File: config.mk
export PLATFORM = sky130hd
export DESIGN_NAME = dram_refresh_seq
export DESIGN_NICKNAME = d
export VERILOG_FILES = /design/src/rtl/dram_refresh_seq.sv
export SDC_FILE = /design/constraint.sdc
export NUM_CORES = 1
export LEC_CHECK = 0
export ABC_CLOCK_PERIOD_IN_PS = 3150
export BUFFER_PORTS_ARGS = -buffer_cell sky130_fd_sc_hd__buf_4
export CORE_MARGIN = 3
export CORE_UTILIZATION = 59
export CTS_BUF_LIST = sky130_fd_sc_hd__clkbuf_4 sky130_fd_sc_hd__clkbuf_8
export CTS_CLUSTER_DIAMETER = 60
export CTS_CLUSTER_SIZE = 24
export DETAILED_ROUTE_END_ITERATION = 16
export PLACE_DENSITY = 0.79
export SLEW_MARGIN = 5
export SYNTH_ARGS = -nofsm -noshare
export SYNTH_HDL_FRONTEND = slang
export SYNTH_SLANG_ARGS = --single-unit
File: constraint.sdc
create_clock -name clk -period 3.15 [get_ports clk]
set_input_delay 0.63 -clock clk [delete_from_list [all_inputs] [get_ports clk]]
set_output_delay 0.63 -clock clk [all_outputs]
set_load 0.05 [all_outputs]
File: src/rtl/dram_refresh_seq.sv
module dram_refresh_seq #(
  parameter int ROWS         = 1024,
  parameter int WAKE_CYCLES  = 8,
  parameter int PWRUP_WAIT   = 20000,
  parameter int REF_INTERVAL = 3120,
  parameter int PEND_MAX     = 8,
  parameter int STALE_LIMIT  = 3200000,
  parameter int SR_HOLD      = 20000,
  parameter int EXIT_RECOVER = 21
) (
  input  logic clk,
  input  logic rst_n,
  input  logic pwr_start,
  input  logic sleep_enter,
  input  logic sleep_exit,
  input  logic exit_burst,
  input  logic ref_gnt,
  input  logic ref_done,
  output logic ref_req,
  output logic sr_drive,
  output logic ready
);
  localparam int M1   = (PWRUP_WAIT > SR_HOLD) ? PWRUP_WAIT : SR_HOLD;
  localparam int M2   = (ROWS > EXIT_RECOVER) ? ROWS : EXIT_RECOVER;
  localparam int M3   = (M1 > M2) ? M1 : M2;
  localparam int CMAX = (M3 > WAKE_CYCLES) ? M3 : WAKE_CYCLES;
  localparam int CW   = $clog2(CMAX + 1);
  localparam int IW   = $clog2(REF_INTERVAL + 1);
  localparam int SW   = $clog2(STALE_LIMIT + 1);
  localparam int PW   = $clog2(PEND_MAX + 1);

  typedef enum logic [2:0] {
    S_IDLE, S_PWAIT, S_WAKE, S_RUN, S_SR, S_EXREC, S_BURST
  } state_t;

  state_t st;
  logic [CW-1:0] cnt;
  logic [IW-1:0] ival;
  logic [SW-1:0] stale;
  logic [PW-1:0] pend;
  logic inflight, sleep_pend, exit_pend;

  wire run      = (st == S_RUN);
  wire seq      = (st == S_WAKE) || (st == S_BURST);
  assign ref_req  = !inflight && (seq || (run && pend != '0 && !sleep_enter && !sleep_pend));
  assign sr_drive = (st == S_SR);
  assign ready    = run;

  wire take     = ref_req && ref_gnt;
  wire fin      = inflight && ref_done;
  wire tick     = (ival == IW'(REF_INTERVAL - 1));
  wire hold_ok  = (cnt >= CW'(SR_HOLD - 1));
  wire go_sleep = run && (sleep_enter || sleep_pend) && !inflight;

  always_ff @(posedge clk) begin
    if (!rst_n) begin
      st <= S_IDLE;
      cnt <= '0;
      ival <= '0;
      stale <= '0;
      pend <= '0;
      inflight <= 1'b0;
      sleep_pend <= 1'b0;
      exit_pend <= 1'b0;
    end else begin
      if (take) inflight <= 1'b1;
      else if (fin) inflight <= 1'b0;

      case (st)
        S_IDLE: if (pwr_start) begin
          st <= S_PWAIT;
          cnt <= '0;
        end
        S_PWAIT: begin
          if (cnt == CW'(PWRUP_WAIT - 1)) begin
            st <= S_WAKE;
            cnt <= '0;
          end else cnt <= cnt + 1'b1;
        end
        S_WAKE: if (fin) begin
          if (cnt == CW'(WAKE_CYCLES - 1)) begin
            st <= S_RUN;
            ival <= '0;
            pend <= '0;
            stale <= '0;
            sleep_pend <= 1'b0;
          end else cnt <= cnt + 1'b1;
        end
        S_RUN: begin
          if (go_sleep) begin
            st <= S_SR;
            cnt <= '0;
            sleep_pend <= 1'b0;
            exit_pend <= 1'b0;
          end else begin
            if (sleep_enter) sleep_pend <= 1'b1;
            if (stale == SW'(STALE_LIMIT - 1)) begin
              st <= S_WAKE;
              cnt <= '0;
              sleep_pend <= 1'b0;
            end else stale <= fin ? '0 : stale + 1'b1;
            if (take) begin
              ival <= '0;
              pend <= pend - 1'b1;
            end else if (tick) begin
              ival <= '0;
              if (pend != PW'(PEND_MAX)) pend <= pend + 1'b1;
            end else ival <= ival + 1'b1;
          end
        end
        S_SR: begin
          if (sleep_exit) exit_pend <= 1'b1;
          if (!hold_ok) cnt <= cnt + 1'b1;
          if (hold_ok && (exit_pend || sleep_exit)) begin
            st <= S_EXREC;
            cnt <= '0;
          end
        end
        S_EXREC: begin
          if (cnt == CW'(EXIT_RECOVER - 1)) begin
            cnt <= '0;
            if (exit_burst) st <= S_BURST;
            else begin
              st <= S_RUN;
              ival <= '0;
              pend <= '0;
              stale <= '0;
              sleep_pend <= 1'b0;
            end
          end else cnt <= cnt + 1'b1;
        end
        S_BURST: if (fin) begin
          if (cnt == CW'(ROWS - 1)) begin
            st <= S_RUN;
            ival <= '0;
            pend <= '0;
            stale <= '0;
            sleep_pend <= 1'b0;
          end else cnt <= cnt + 1'b1;
        end
        default: st <= S_IDLE;
      endcase
    end
  end

  a_r2_quiet_wait: assert property (@(posedge clk) disable iff (!rst_n)
    (st == S_PWAIT) |-> !ref_req && !ready);
  a_r3_req_drops_on_grant: assert property (@(posedge clk) disable iff (!rst_n)
    take |=> !ref_req);
  a_r5_pend_cap: assert property (@(posedge clk) disable iff (!rst_n)
    pend <= PW'(PEND_MAX));
  a_r7_sr_exclusive: assert property (@(posedge clk) disable iff (!rst_n)
    sr_drive |-> !ref_req && !ready);
  a_r8_clean_entry: assert property (@(posedge clk) disable iff (!rst_n)
    $rose(sr_drive) |-> $past(st) == S_RUN && !$past(inflight));
  a_r9_min_hold: assert property (@(posedge clk) disable iff (!rst_n)
    $fell(sr_drive) |-> $past(cnt) == CW'(SR_HOLD - 1));
  a_r10_recovery: assert property (@(posedge clk) disable iff (!rst_n)
    $fell(sr_drive) |-> !ready && !ref_req);
endmodule

==> impl_metrics.py, run 1 <==
metrics = {
    "global_route": {
        "grt_antenna_before_repair": 0,
        "overflow": 0,
        "gr-usage-all-layers_pct": 26.2,
        "grt_max_degree": 40,
        "grt_pass1_vias": 3195,
        "grt_pass1_wl_microns": 15600,
    },
    "synthesis": {
        "synth-seq-cells": 59,
        "synthArstFlopShare_pct": 0,
        "synth_seq_area_share_pct": 31.4,
        "syn_area_sq_mm": 0.00376,
        "syn_inst": 452,
        "yosys-top-cells-area": "dfxtp_1, a21oi_1, nand2_1",
        "syn_nets": 467,
        "synth_ff_type": "dfxtp_1",
        "yosysWarnings": 0,
        "ys_types": 71,
        "syn_area_per_cell_sq_um": 8.32,
        "yosysTopAreaCellShare_pct": 31.4,
        "synth_edf_count": 0,
        "synth_top_area_cell": "dfxtp_1",
    },
    "floorplan": {
        "start_util_pct": 62.1,
        "rows": 28,
        "top_level_ports": 11,
        "die_width_microns": 85.9,
        "die_area_sq_mm": 0.00737,
        "core_sq_mm": 0.00606,
        "fp.dieH_microns": 85.9,
    },
    "place": {
        "post-place-ws_ps": 477,
        "dp_hpwl_microns": 6270,
        "dp.cells": 523,
        "port-buffer-count": 10,
        "dpl_cell_area_sq_mm": 0.00392,
        "gp_congestion": 0.925,
    },
    "sta": {
        "drv_slew": 0,
        "slew_headroom_pct": 48.7,
        "max_freq_mhz": 368,
        "period_needed_ps": 2720,
        "skew_ps": 11.2,
        "hold_violations": 0,
        "finalWorstSetupSlack_ps": 431,
        "rsz0062_at_grt": "no",
        "worst_pin_slew_ps": 769,
        "setup_violations": 0,
        "period_share_pct": 86.3,
    },
    "routing": {
        "wl_per_cell_microns": 17.3,
        "ant_nets": 0,
        "drt_iter0_drc": 422,
        "postRouteWirelength_microns": 9300,
        "vias": 3718,
        "drcViolationCount": 0,
        "first_pass_iters": 5,
        "via_per_inst": 6.91,
    },
    "critical_path": {
        "path_buf_inv": 2,
        "crit_chain": "nand3b_1 > clkinvlp_4 > a31oi_1 > nor3b_1 > buf_4 > ha_1 > a21oi_1 > xor2_1 > or3_1 > o32ai_1",
        "path_max_fanout": 11,
        "r2r-start": "st[2]",
        "crit_required_ps": 3410,
        "cp_slowest_cell": "dfxtp_1",
        "cp-start-kind": "flip-flop",
        "cp_top_family": "compound AO/OA/AOI/OAI gates",
        "reg2reg_depth": 10,
        "path_class": "reg -> reg",
        "crit_path_end_kind": "flip-flop",
        "reg2reg_slack_ps": 430,
        "cpPeakStageDelay_ps": 540,
        "cp.arrival_ps": 2980,
        "reg2reg_to": "pend[3]",
    },
    "worst_hold_path": {
        "hold-path-cell-count": 2,
        "hold_path.class": "reg -> reg",
        "whs_endpoint": "ival[1]",
        "worstHoldStart": "ival[1]",
    },
    "clocking": {
        "htree_levels": 3,
        "post_cts_resized": 0,
        "cts-buffers-inserted": 9,
        "path_clk_slew_ps": 70,
        "cts_sinks": 59,
        "insertion_delay_ps": 350,
        "post_cts_buffers": 0,
        "cts_buffer_depth": 2,
        "holdBufCountCts": 0,
        "cts_tree": "yes",
        "cts-root-buf": "clkbuf_8",
    },
    "power_and_ir_drop": {
        "intPower_mw": 1.36,
        "power_frac_comb_pct": 30.8,
        "ir_drop_mv": 0.389,
        "p_per_area_mw_per_mm2": 523,
        "leakage_nw": 1.48,
        "clockPowerShare_pct": 32.1,
        "switching_share_pct": 36.4,
        "switchingPower_mw": 0.783,
        "pwr-share-seq_pct": 37.1,
    },
    "layout": {
        "final_cell_mix": "dfxtp_1, nand2_1, a21oi_1, nor2_1, buf_4",
        "n_fill_cell": 480,
        "nets": 474,
        "final_area_sq_mm": 0.00411,
        "fin_cells": 538,
        "final_common_cell": "dfxtp_1",
        "syn2layout_area_growth_pct": 9.21,
        "drive_gt1_share_pct": 14.3,
        "antenna_cells": 0,
    },
    "status": {
        "status": "complete, no violations",
    },
    "run": {
        "max_cap_viol_count": 0,
    },
}
==> state kept, by name, indices dropped and copies added (netlist names) <==
name        cells
exit_pend       1
ival           12
stale          22
st              3
cnt            15
pend            4
sleep_pend      1
inflight        1
==> cell usage after synthesis (2+ instances only) <==
master	n
dfxtp_1	59
nand2_1	40
a21oi_1	33
nor2_1	25
nand3_1	23
and3_1	22
or4_1	19
clkbuf_1	16
nand4_1	16
o21ai_0	16
o31ai_1	14
or3_1	12
a31oi_1	10
buf_2	9
inv_1	9
a32oi_1	7
o41ai_2	7
ha_1	6
o21ai_1	6
o311ai_1	6
nand4b_1	5
nor3_1	5
nor3b_1	5
o311ai_0	5
o41ai_1	5
xor2_1	5
nand3b_1	4
nor4_1	4
nor2b_1	3
nor4b_1	3
or2_2	3
a21o_1	2
and2_1	2
buf_4	2
mux2i_1	2
nand2b_1	2
nand3_4	2
o221ai_1	2
o32ai_1	2
or4b_1	2
or4bb_1	2
==> worst min-delay path, cell delays in order (launching register included) <==
cell and delay [ps]:
dfxtp_1 330, nand2_1 60, a21oi_1 50
==> kinds of logic (layout without fill, tap and decap cells) <==
logic type | Yosys count | in the layout | synth area share, %
AOI/OAI and AO/OA | 133 | 133 | 26.8
xor gates and xnor gates | 6 | 6 | 1.40
adders and majority gates | 7 | 7 | 2.53
buffers and inverters | 38 | 49 | 4.49
DFF | 59 | 59 | 31.4
muxes | 2 | 2 | 0.532
and+or+nand+nor | 207 | 207 | 32.9
==> worst max path at each step <==
stage	startpoint	to	slack [ps]	cells past startpoint
CTS	st[2]	pend[3]	460	10
global placement	sleep_enter	ival[5]	560	8
finish	st[2]	pend[3]	430	10
global route	st[2]	pend[3]	230	10
detailed placement	st[2]	pend[3]	480	10
floorplan	st[1]	pend[3]	-60	11
==> layout make-up <==
type	instances	area (sq um)	share of cell area [%]
Multi-Input combinational cell	355	2420	58.8
Sequential cell	59	1180	28.7
Timing Repair Buffer	25	188	4.57
Clock buffer	10	138	3.35
Tap cell	75	93.8	2.28
Clock inverter	5	53.8	1.31
Inverter	9	37.5	0.914
==> metal layers <==
| metal | wire, microns | part of all wire, % | vias to the layer above | global-route usage, % |
|---|---|---|---|---|
| li1 | - | - | 1800 | - |
| met3 | 687 | 7.4 | 17 | 5.00 |
| met2 | 4000 | 43 | 152 | 38.6 |
| met1 | 4460 | 48 | 1749 | 38.5 |
| met4 | 155 | 1.7 | 0 | 8.20 |
| met5 | 0 | 0 | - | 0 |
==> power groups by stage <==
stage	Clock (mW)	Combinational [mW]	Sequential (mW)
after global placement	0	0.638	0.812
after global routing	0.723	0.719	0.799
after floorplan	0	0.498	0.800
final	0.688	0.662	0.797
after CTS	0.695	0.653	0.795
after detailed placement	0	0.648	0.812
==> per-stage QoR <==
| stage | hold slack, ps | setup TNS [ps] | util [%] | power [mW] |
|---|---|---|---|---|
| 6_report | 488 | 0 | 67.8 | 2.15 |
| 5_1_grt | 514 | 0 | 67.8 | 2.24 |
| 4_1_cts | 494 | 0 | 67.8 | 2.14 |
| 3_5_place_dp | 475 | 0 | 64.6 | 1.46 |
| 3_3_place_gp | 466 | 0 | 64.6 | 1.45 |
| 2_1_floorplan | 447 | -58.9 | - | 1.30 |
Note: power is estimated with default switching activity, not from simulation.
==> run 2: changes to the inputs <==
--- a/config.mk
+++ b/config.mk
@@ -13,6 +13,7 @@
 export CTS_CLUSTER_DIAMETER = 60
 export CTS_CLUSTER_SIZE = 24
 export DETAILED_ROUTE_END_ITERATION = 16
+export MAX_ROUTING_LAYER = met4
 export PLACE_DENSITY = 0.79
 export SLEW_MARGIN = 5
 export SYNTH_ARGS = -nofsm -noshare
==> constraint.sdc (replaced) <==
create_clock -name clk -period 3.15 [get_ports clk]
set_input_delay 0.1575 -clock clk [delete_from_list [all_inputs] [get_ports clk]]
set_output_delay 0.1575 -clock clk [all_outputs]
set_load 0.05 [all_outputs]
==> run 2 against run 1 <==
Setup slack worse by 320 ps. Highest routed layer unchanged. Clock-buffer cell count fell by 1. Final cell count increased by 0.19%. First-iteration DRC count grew 4.5%. Wire length rose by 4.3%. Via count up 1.2%. Flip-flop and latch count unchanged. Non-clock buffer count unchanged. Sequential power is essentially flat. Combinational power up 3%. Largest cell class unchanged. Design area up 0.91%.
==> impl_metrics.py, run 2 (synthesis results as in run 1) <==
metrics = {
    "worst_hold_path": {
        "hold_path.class": "in -> reg",
    },
    "sta": {
        "setup_tns_ps": 0,
        "max_freq_mhz": 329,
        "setup_violations": 0,
        "hold_ws_ps": 87.6,
        "period_needed_ps": 3040,
        "drv_slew": 0,
        "rsz0062_at_grt": "no",
        "finalWorstSetupSlack_ps": 107,
        "slew_headroom_pct": 37.9,
        "skew_ps": 9.29,
        "worst_pin_slew_ps": 931,
        "hold_violations": 0,
        "period_share_pct": 96.6,
    },
    "floorplan": {
        "core_sq_mm": 0.00606,
        "die_area_sq_mm": 0.00737,
        "fp.dieH_microns": 85.9,
        "die_width_microns": 85.9,
        "start_util_pct": 62.1,
        "rows": 28,
        "top_level_ports": 11,
    },
    "clocking": {
        "insertion_delay_ps": 350,
        "path_clk_slew_ps": 70,
        "cts_buffer_depth": 2,
        "cts-root-buf": "clkbuf_8",
        "cts_tree": "yes",
        "post_cts_buffers": 0,
        "htree_levels": 3,
        "holdBufCountCts": 0,
        "post_cts_resized": 0,
        "cts_sinks": 59,
        "cts-buffers-inserted": 9,
    },
    "routing": {
        "ant_nets": 0,
        "wl_per_cell_microns": 18.0,
        "route.met3.wl_microns": 748,
        "first_pass_iters": 5,
        "vias": 3763,
        "top_layer_used": "met4",
        "via_per_inst": 6.98,
        "drt_iter0_drc": 441,
        "wl_met2_microns": 4370,
        "postRouteWirelength_microns": 9700,
        "drt-met1-wl_microns": 4370,
        "drcViolationCount": 0,
    },
    "layout": {
        "nets": 474,
        "top_register": "stale",
        "antenna_cells": 0,
        "final_common_cell": "dfxtp_1",
        "drive_gt1_share_pct": 14.7,
        "fin_cells": 539,
        "n_fill_cell": 489,
        "reg_top3": "stale x22, cnt x15, ival x12",
        "utilization_pct": 68.4,
        "final_cell_mix": "dfxtp_1, nand2_1, a21oi_1, nor2_1, buf_4",
        "final_area_sq_mm": 0.00415,
        "syn2layout_area_growth_pct": 10.2,
        "largest_reg_flops": 22,
    },
    "global_route": {
        "grt_antenna_before_repair": 0,
        "gr-usage-all-layers_pct": 28.1,
        "grt_pass1_vias": 3289,
        "grt_pass1_wl_microns": 16300,
        "overflow": 0,
        "grt_max_degree": 38,
    },
    "place": {
        "port-buffer-count": 10,
        "gp_congestion": 0.957,
        "dpl_cell_area_sq_mm": 0.00392,
        "post-place-ws_ps": 206,
        "dp.cells": 523,
        "dp_hpwl_microns": 6240,
    },
    "critical_path": {
        "cp.arrival_ps": 3280,
        "path_max_fanout": 6,
        "crit_required_ps": 3390,
        "path_class": "reg -> reg",
        "reg2reg_slack_ps": 110,
        "crit_path_end_kind": "flip-flop",
        "cp-start-kind": "flip-flop",
    },
    "run": {
        "max_cap_viol_count": 0,
    },
    "power_and_ir_drop": {
        "ir_drop_mv": 0.416,
        "total_power_mw": 2.26,
        "p_per_area_mw_per_mm2": 545,
        "leakage_nw": 1.49,
    },
    "status": {
        "status": "complete, no violations",
    },
}
## run 2: changes by cell type in the layout (fill, tap and decap cells not counted)
cell	delta
inv_6	+1
clkinv_2	-2
bufinv_16	+1
nor3b_2	+1
clkbuf_8	-1
clkinv_4	+2
nor3b_1	-1
## run 2: worst max-delay path: stages, from the launching register on
cell	delay, ps
dfxtp_1	370
or4_1	600
a31oi_1	380
nor3b_2	150
ha_1	310
a21o_1	180
a21oi_1	200
xor2_1	100
or3_1	350
o32ai_1	290
## run 2: path summary, 6_finish.rpt
kind         startpoint  cells past startpoint         to
min          sleep_exit                      3  exit_pend
max             pend[0]                      9    pend[3]
min reg2reg     ival[1]                      2    ival[1]
max reg2reg     pend[0]                      9    pend[3]
## run 2: final cells by class
type                       count  area (sq um)  area share [%]
multi-input combinational    355          2420            58.4
tap                           75          93.8            2.26
clock buffer                   9           124            2.99
timing repair buffer          25           188            4.53
clock inverter                 7           100            2.41
sequential                    59          1180            28.5
inverter                       9          37.5           0.905
## run 2: where the power goes
group | internal (mW) | switching [mW] | leakage (nW) | total, mW
registers | 0.767 | 0.0269 | 0.475 | 0.794
clock network | 0.450 | 0.337 | 0.114 | 0.787
logic | 0.218 | 0.461 | 0.904 | 0.679
## run 2: per-layer routing
metal	global-route usage, %	vias up
met5	-	-
met4	10.5	0
met3	4.90	20
met2	39.8	170
met1	40.1	1771
li1	-	1802
